### src/rtl/usbc_irq_pkg.sv
package usbc_irq_pkg;
  localparam int STS_W   = 8;
  localparam int B_SOF   = 7;
  localparam int B_URST  = 6;
  localparam int B_AADV  = 5;
  localparam int B_SERR  = 4;
  localparam int B_FROLL = 3;
  localparam int B_PCHG  = 2;
  localparam logic [STS_W-1:0] IMPL_MASK = 8'hEC;

  typedef enum logic [1:0] {
    A_STATUS = 2'd0,
    A_ENABLE = 2'd1,
    A_CMD    = 2'd2
  } reg_addr_e;

  typedef struct packed {
    logic sof;
    logic sof_late;
    logic bus_reset;
    logic async_adv;
    logic frame_roll;
    logic conn_chg;
    logic en_chg;
    logic force_resume;
    logic port_oper;
  } evt_t;
endpackage

### src/rtl/usbc_irq_setgen.sv
module usbc_irq_setgen
  import usbc_irq_pkg::*;
#(
  parameter int W = STS_W
) (
  input  logic         clk,
  input  logic         rst,
  input  logic         host_mode,
  input  evt_t         evt,
  input  logic         ring,
  output logic [W-1:0] set_vec,
  output logic         bell_q
);
  logic consume;
  logic host_pc, dev_pc;

  // doorbell is consumed only by a host-mode advance while armed
  assign consume = host_mode & evt.async_adv & bell_q;

  always_ff @(posedge clk) begin
    if (rst) bell_q <= 1'b0;
    else     bell_q <= (bell_q & ~consume) | ring;
  end

  assign host_pc = host_mode & (evt.conn_chg | evt.en_chg | evt.force_resume);
  assign dev_pc  = ~host_mode & evt.port_oper;

  always_comb begin
    set_vec          = '0;
    set_vec[B_SOF]   = evt.sof | evt.sof_late;
    set_vec[B_URST]  = ~host_mode & evt.bus_reset;
    set_vec[B_AADV]  = consume;
    set_vec[B_SERR]  = 1'b0;
    set_vec[B_FROLL] = host_mode & evt.frame_roll;
    set_vec[B_PCHG]  = host_pc | dev_pc;
  end
endmodule

### src/rtl/usbc_irq_flags.sv
module usbc_irq_flags #(
  parameter int              W    = 8,
  parameter logic [W-1:0]    IMPL = 8'hEC
) (
  input  logic         clk,
  input  logic         rst,
  input  logic [W-1:0] set_vec,
  input  logic [W-1:0] clr_vec,
  output logic [W-1:0] flags_q
);
  for (genvar i = 0; i < W; i++) begin : g_bit
    if (IMPL[i]) begin : g_impl
      always_ff @(posedge clk) begin
        if (rst)             flags_q[i] <= 1'b0;
        else if (set_vec[i]) flags_q[i] <= 1'b1;  // set beats clear
        else if (clr_vec[i]) flags_q[i] <= 1'b0;
      end
    end else begin : g_zero
      assign flags_q[i] = 1'b0;
    end
  end
endmodule

### src/rtl/usbc_irq_regif.sv
module usbc_irq_regif
  import usbc_irq_pkg::*;
#(
  parameter int           W    = STS_W,
  parameter logic [W-1:0] IMPL = IMPL_MASK
) (
  input  logic         clk,
  input  logic         rst,
  input  logic         rd_en,
  input  logic         wr_en,
  input  logic [1:0]   addr,
  input  logic [W-1:0] wr_data,
  input  logic [W-1:0] flags,
  input  logic         bell,
  output logic [W-1:0] clr_vec,
  output logic         ring,
  output logic [W-1:0] en_q,
  output logic [W-1:0] rd_data,
  output logic         irq
);
  reg_addr_e    sel;
  logic [W-1:0] rd_mux;

  assign sel     = reg_addr_e'(addr);
  assign clr_vec = (wr_en && sel == A_STATUS) ? (wr_data & IMPL) : '0;
  assign ring    = wr_en && sel == A_CMD && wr_data[0];

  always_ff @(posedge clk) begin
    if (rst)                           en_q <= '0;
    else if (wr_en && sel == A_ENABLE) en_q <= wr_data & IMPL;
  end

  always_comb begin
    case (sel)
      A_STATUS: rd_mux = flags;
      A_ENABLE: rd_mux = en_q;
      A_CMD:    rd_mux = {{(W-1){1'b0}}, bell};
      default:  rd_mux = '0;
    endcase
  end

  always_ff @(posedge clk) begin
    if (rst) begin
      rd_data <= '0;
      irq     <= 1'b0;
    end else begin
      if (rd_en) rd_data <= rd_mux;
      irq <= |(flags & en_q);
    end
  end
endmodule

### src/rtl/usbc_irq_status.sv
module usbc_irq_status
  import usbc_irq_pkg::*;
#(
  parameter int DATA_W = STS_W
) (
  input  logic              clk,
  input  logic              rst,
  input  logic              host_mode,
  input  logic              ev_sof,
  input  logic              ev_sof_late,
  input  logic              ev_bus_reset,
  input  logic              ev_async_adv,
  input  logic              ev_frame_roll,
  input  logic              ev_conn_chg,
  input  logic              ev_en_chg,
  input  logic              ev_force_resume,
  input  logic              ev_port_oper,
  input  logic              rd_en,
  input  logic              wr_en,
  input  logic [1:0]        addr,
  input  logic [DATA_W-1:0] wr_data,
  output logic [DATA_W-1:0] rd_data,
  output logic              irq
);
  localparam logic [DATA_W-1:0] IMPL = IMPL_MASK;

  evt_t              evt;
  logic [DATA_W-1:0] set_vec, clr_vec, status_q, enable_q;
  logic              ring, bell_q;

  assign evt = '{sof: ev_sof, sof_late: ev_sof_late, bus_reset: ev_bus_reset,
                 async_adv: ev_async_adv, frame_roll: ev_frame_roll,
                 conn_chg: ev_conn_chg, en_chg: ev_en_chg,
                 force_resume: ev_force_resume, port_oper: ev_port_oper};

  usbc_irq_setgen #(.W(DATA_W)) u_setgen (
    .clk(clk), .rst(rst), .host_mode(host_mode), .evt(evt),
    .ring(ring), .set_vec(set_vec), .bell_q(bell_q)
  );

  usbc_irq_flags #(.W(DATA_W), .IMPL(IMPL)) u_flags (
    .clk(clk), .rst(rst), .set_vec(set_vec), .clr_vec(clr_vec),
    .flags_q(status_q)
  );

  usbc_irq_regif #(.W(DATA_W), .IMPL(IMPL)) u_regif (
    .clk(clk), .rst(rst), .rd_en(rd_en), .wr_en(wr_en), .addr(addr),
    .wr_data(wr_data), .flags(status_q), .bell(bell_q), .clr_vec(clr_vec),
    .ring(ring), .en_q(enable_q), .rd_data(rd_data), .irq(irq)
  );
endmodule

### config.mk
export PLATFORM = sky130hd
export DESIGN_NAME = usbc_irq_status
export DESIGN_NICKNAME = d
export VERILOG_FILES = /design/src/rtl/usbc_irq_pkg.sv /design/src/rtl/usbc_irq_setgen.sv /design/src/rtl/usbc_irq_flags.sv /design/src/rtl/usbc_irq_regif.sv /design/src/rtl/usbc_irq_status.sv
export SDC_FILE = /design/constraint.sdc
export NUM_CORES = 1
export LEC_CHECK = 0
export ABC_AREA = 1
export BUFFER_PORTS_ARGS = -buffer_cell sky130_fd_sc_hd__buf_2
export CAP_MARGIN = 20
export CORE_MARGIN = 5
export CORE_UTILIZATION = 50
export CTS_BUF_LIST = sky130_fd_sc_hd__clkbuf_8 sky130_fd_sc_hd__clkbuf_16
export DETAILED_ROUTE_END_ITERATION = 8
export PLACE_DENSITY_LB_ADDON = 0.12
export SLEW_MARGIN = 20
export SYNTH_ARGS = -nofsm -noshare
export SYNTH_HDL_FRONTEND = slang
export SYNTH_HIERARCHICAL = 1
export SYNTH_SLANG_ARGS = --single-unit
### constraint.sdc
create_clock -name clk -period 1.1 [get_ports clk]
set_input_delay 0.165 -clock clk [delete_from_list [all_inputs] [get_ports clk]]
set_output_delay 0.165 -clock clk [all_outputs]
set_load 0.05 [all_outputs]
### After elaboration in Yosys (flattened, before gate mapping)

Cells that the tools add are included.

* equality and inequality tests: 2
* multiplexer cells: 12
* bitwise operators: 15
* reduce and logical (&&, ||, !) cells: 11

Operators by type and width (number)
* case mux 8 bit (3 select lines): 1
* 2-to-1 mux 1 bit: 10
* nonzero test 2 bit: 5
* bitwise AND 8 bit: 1
* 2-to-1 mux 8 bit: 1
* OR reduction 8 bit: 1
* bitwise AND 1 bit: 7
* bitwise OR 1 bit: 5
* logical AND 1 bit: 4
* == test 2 x 1 -> 1 bit, second input constant: 1
* == test 2 bit, second input constant: 1
* zero test 2 bit: 1
* NOT 1 bit: 2

* flip-flop bits (word level): 20
* input port bits: 24
* logic and storage cells: 49

### Depth between registers and ports, before layout

Gate-level depths: netlist of the first run.

* depth in word-level cells: 5
* depth in mapped cells: 6

### By module

Netlist of the first run, hierarchy kept.

Modules (own cells, without submodules)
* usbc_irq_regif: times used 1, cells an instance 117, area an instance 747.0 um2
* usbc_irq_flags: times used 1, cells an instance 29, area an instance 207.7 um2
* usbc_irq_setgen: times used 1, cells an instance 22, area an instance 122.6 um2

### Worst setup path after synthesis of the first run

No wires, ideal clock.

* path kind: register -> register
* from: register, netlist name u_regif/rd_data[3]
* to: register u_regif.rd_data[3]
* data arrival time: 0.876 ns
* required time: 1.044 ns
* setup slack: 0.168 ns
* stages on the path, launching flop included: 5
* buffers on the path: 0
* period minus slack after synthesis: 0.932 ns
* cell sequence: dfxtp_1 -> nor2_1 -> nor2_1 -> nand2_1 -> inv_1

RTL lines
* to (signal assigned): RTL line usbc_irq_regif.sv:47 `if (rd_en) rd_data <= rd_mux;`
* to (decl): RTL line usbc_irq_regif.sv:18 `output logic [W-1:0] rd_data,`

### Worst setup path after layout of the first run

* from: register u_regif.rd_data[4]
* to: output rd_data[4]

RTL lines
* to (decl): RTL line usbc_irq_status.sv:22 `output logic [DATA_W-1:0] rd_data,`

No word-level cell between the ends.

==> impl_metrics.tcl, run 1 <==
set metrics [dict create \
    rsz0062_at_grt "false" \
    multi_input_area_um2 435 \
    syn_area_per_cell_um2 6.38 \
    area_growth_pct 21.1 \
    outcome "complete, no violations" \
    seq_power_share_pct 48.5 \
    netlist_area_um2 1000 \
    start_util_pct 51.6 \
    post_cts_buffers 0 \
    powerDensity_nw_per_um2 1330 \
    core.rowCount 16 \
    grt_pass1_wl_um 3660 \
    power_frac_comb_pct 16.6 \
    routed_wl_um 2140 \
    crit_type "flop to output pin" \
    cp_max_fo 2 \
    r2r_cells 4 \
    crit_arrival_ps 850 \
    hp-class "input port to flop" \
    skew_ps 0.778 \
    placed_cells_incl_taps 210 \
    clk_pin_slew_ps 70 \
    max_stage_delay_ps 330 \
    ys_warn_count 6 \
    drive_gt1_share_pct 21.9 \
    place.gp.congestion 0.754 \
    grt_use_total_pct 16.8 \
    internal_power_uw 1170 \
    drt_iter0_drc 20 \
    required_ps 940 \
    cts.sinks 20 \
    dieArea_um2 3000 \
    hold_viol_final 0 \
    register_area_um2 400 \
    cts_root_buffer "clkbuf_8" \
    fp.dieH_um 54.8 \
    viasPerCell 4.62 \
    firstDrtPassIters 4 \
    layout.cells.non_filler 214 \
    drv_cap 0 \
    endpoint_kind "output pin" \
    die_x_um 54.8 \
    fill_cells 204 \
    cts_tree "built" \
    start_kind "flop" \
    antenna_found_initial 0 \
    numCtsBuffers 3 \
    timing.final.crit_share_pct 92.3 \
    p_sw_share_pct 27.3 \
    netSwitchingPower_uw 440 \
    overflow 0 \
    ir_worst_vdd_mv 0.946 \
    io_pins 33 \
    slowest_stage "dfxtp_1" \
    diodes 0 \
    final_max_slew_viol_count 0 \
    path_buf_inv 1 \
    antenna_left 0 \
    power.leakage_uw 0.000643 \
    cp_top_family "flip-flops" \
    drc 0 \
    drt-wirelength-per-cell_um 10.0 \
    fmax_mhz 985 \
    holdBufCountCts 0 \
    fin_nets 212 \
    cts.path.max_buffers 2 \
    finalSetupTns_ps 0 \
    path_cells "buf_2" \
    fin_crit_ps 1020 \
    grt_pass1_vias 883 \
    hpwl_um 1630 \
    grt_max_degree 17 \
    clock_latency_ps 250 \
    synthCells 157 \
    whs_path_depth 2 \
    setup_viol 0 \
    power_uw 1610 \
    core_region_area_um2 1940 \
    portBuffers 30 \
    vias 989 \
    htreeDepth 1 \
    pwr-share-clk_pct 34.9 \
    ctsResizeCount 0 \
    path_depth 1 \
]
area by class of cell:
| class | instances | share of cell area [%] |
|---|---|---|
| clock buffer | 4 | 4.54 |
| inverter | 29 | 8.97 |
| multi-input combinational | 100 | 35.9 |
| sequential | 20 | 33.0 |
| tap | 27 | 2.78 |
| timing repair buffer | 34 | 14.8 |
layer usage:
layer,GRT usage (%),up-vias,routed length [um]
met5,0,-,0
met4,7.47,0,7
met3,2.45,2,113
met2,28.7,22,1070
met1,20.6,436,948
li1,-,529,-
placed cells by master, fill, tap and decap left out:
cell type and count:
clkbuf_8 4, a21oi_1 13, o21ai_0 2, nand4_1 5, nor2_1 24, conb_1 3
nand3_1 14, dfxtp_1 20, buf_4 4, nor2_2 1, nor3_1 1, or2_2 1
buf_2 30, a21oi_2 1, nand2_1 35, inv_1 29
metrics by stage:
stage,utilization [%],hold WS (ps),instance area [um^2],setup slack [ps]
after floorplan,-,227,1010,168
after global placement,59.7,456,1160,115
after detailed placement,59.7,461,1160,74.5
after CTS,62.5,187,1210,75.2
after global routing,62.5,201,1210,45.5
final,62.5,186,1210,84.4
state kept, by name, summed over array words and instances, names as in the netlist:
name             count
u_flags/flags_q      5
u_regif/en_q         5
u_setgen/bell_q      1
u_regif/irq          1
u_regif/rd_data      8
power groups by stage:
stage / sequential, uW / combinational, uW / clock [uW]
2_1_floorplan: 856 / 127 / 0
3_3_place_gp: 797 / 262 / 0
3_5_place_dp: 798 / 267 / 0
4_1_cts: 781 / 268 / 570
5_1_grt: 784 / 303 / 607
6_report: 781 / 267 / 562
path summary, 6_finish.rpt:
kind	from	endpoint	slack [ps]
hold / removal	rst	u_regif/irq$_SDFF_PP0_	190
setup reg to reg	u_setgen/bell_q$_SDFF_PP0_	u_flags/flags_q[5]$_SDFFE_PP0P_	360
setup / recovery	u_regif/rd_data[4]$_SDFFE_PP0P_	rd_data[4]	80
hold reg to reg	u_regif/en_q[2]$_SDFFE_PP0P_	u_regif/en_q[2]$_SDFFE_PP0P_	480
Power figures use the tool's default switching activity.
==> run 2, diff against run 1 <==
Settings changed: CORE_UTILIZATION 50 to 45, SKIP_CTS_REPAIR_TIMING from default to 1.
==> run 2 against run 1 <==
Global-route usage is 2.0 points lower. Core utilization decreased by 5.8 points. Setup slack got worse by 15 ps. Hold slack worse by 4.4 ps. Largest power group unchanged. Sequential power barely moved. Clock skew increased by 3.4 ps. Critical path depth unchanged. Critical path type unchanged. First-iteration DRC count rose by 15%. Power rose by 12%.
==> impl_metrics.tcl, run 2 (synthesized netlist as in run 1, its figures left out) <==
set metrics [dict create \
    start_kind "flop" \
    viasPerCell 4.75 \
    power_uw 1800 \
    cp_top_family "flip-flops" \
    io_pins 33 \
    dieArea_um2 3270 \
    drt-wirelength-per-cell_um 10.6 \
    vias 1021 \
    fin_crit_ps 1030 \
    final_common_cell "nand2_1" \
    path_buf_inv 1 \
    max_stage_delay_ps 340 \
    fmax_mhz 970 \
    top_register "u_regif/rd_data" \
    powerDensity_nw_per_um2 1460 \
    core_region_area_um2 2170 \
    area_growth_pct 22.8 \
    finalSetupTns_ps 0 \
    grt_use_total_pct 14.8 \
    hpwl_um 1740 \
    skew_ps 4.17 \
    drv_cap 0 \
    grt_pass1_vias 970 \
    fin_area_um2 1230 \
    place.gp.congestion 0.743 \
    die_x_um 57.2 \
    overflow 0 \
    hold_ws_ps 182 \
    outcome "complete, no violations" \
    hold_viol_final 0 \
    portBuffers 30 \
    hp-class "input port to flop" \
    cts.path.max_buffers 2 \
    required_ps 940 \
    largest_reg_flops 8 \
    rsz0062_at_grt "false" \
    drive_gt1_share_pct 21.9 \
    fin_nets 212 \
    fp.dieH_um 57.2 \
    drc 0 \
    routed_wl_um 2270 \
    cts.sinks 20 \
    endpoint_kind "output pin" \
    timing.final.crit_share_pct 93.7 \
    place_area_um2 1160 \
    clock_latency_ps 260 \
    ir_worst_vdd_mv 1.05 \
    final_util_pct 56.7 \
    top_regs "u_regif/rd_data (8), u_flags/flags_q (5), u_regif/en_q (5)" \
    power.leakage_uw 0.000650 \
    setup_viol 0 \
    clk_pin_slew_ps 80 \
    diodes 0 \
    cts_tree "built" \
    antenna_found_initial 0 \
    grt_pass1_wl_um 3920 \
    cts_root_buffer "clkbuf_8" \
    grt_max_degree 17 \
    crit_arrival_ps 870 \
    drt_iter0_drc 23 \
    final_max_slew_viol_count 0 \
    slowest_stage "dfxtp_1" \
    start_util_pct 46.2 \
    numCtsBuffers 3 \
    path_cells "buf_2" \
    antenna_left 0 \
    core.rowCount 17 \
    layout_common_cells "35 x nand2_1, 30 x buf_2, 29 x inv_1" \
    firstDrtPassIters 4 \
    htreeDepth 1 \
    cp_max_fo 2 \
    crit_type "flop to output pin" \
]
-- run 2: worst reg2reg max path: cells and delay by family, from the launching register on --
family                 cells  cell delay, ps
DFF                        1             360
AOI/OAI and AO/OA          1             130
buffers and inverters      2              90
and+or+nand+nor            1              90
-- run 2: metrics by stage --
stage	std cells	setup slack, ps
2_1_floorplan	159	168
4_1_cts	215	64.1
3_3_place_gp	211	171
5_1_grt	215	25.6
6_report	215	69.4
3_5_place_dp	211	167
-- run 2: power breakdown --
| group | internal (uW) | total, uW | switching [uW] |
|---|---|---|---|
| clock | 486 | 749 | 263 |
| combinational | 92.3 | 269 | 177 |
| sequential | 759 | 781 | 21.8 |
| total | 1340 | 1800 | 462 |
-- run 2: worst paths after layout --
path | from | end | slack (ps) | cells after the start
worst max-delay path | u_regif/rd_data[3]$_SDFFE_PP0P_ | rd_data[3] | 70 | 1
worst min-delay path | wr_data[6] | u_regif/en_q[6]$_SDFFE_PP0P_ | 180 | 3
worst max register to register | u_setgen/bell_q$_SDFF_PP0_ | u_flags/flags_q[5]$_SDFFE_PP0P_ | 360 | 4
worst min register to register | u_flags/flags_q[2]$_SDFFE_PP0P_ | u_flags/flags_q[2]$_SDFFE_PP0P_ | 490 | 2
-- run 2: final cells by class --
type                            instances  area, um^2
Sequential cell                        20         400
Fill cell                             230         938
Tap cell                               28        35.0
Timing Repair Buffer                   34         180
Inverter                               29         109
Clock inverter                          1        30.0
Clock buffer                            3        41.3
Multi-Input combinational cell        100         435
-- run 2: layer usage --
metal	track usage [%]	up-vias	share of wire, %	wire (um)
li1	-	528	-	-
met1	17.5	462	44	991
met2	25.9	26	51	1150
met3	3.85	5	4.5	102
met4	4.97	0	1.2	28
met5	0	-	0	0
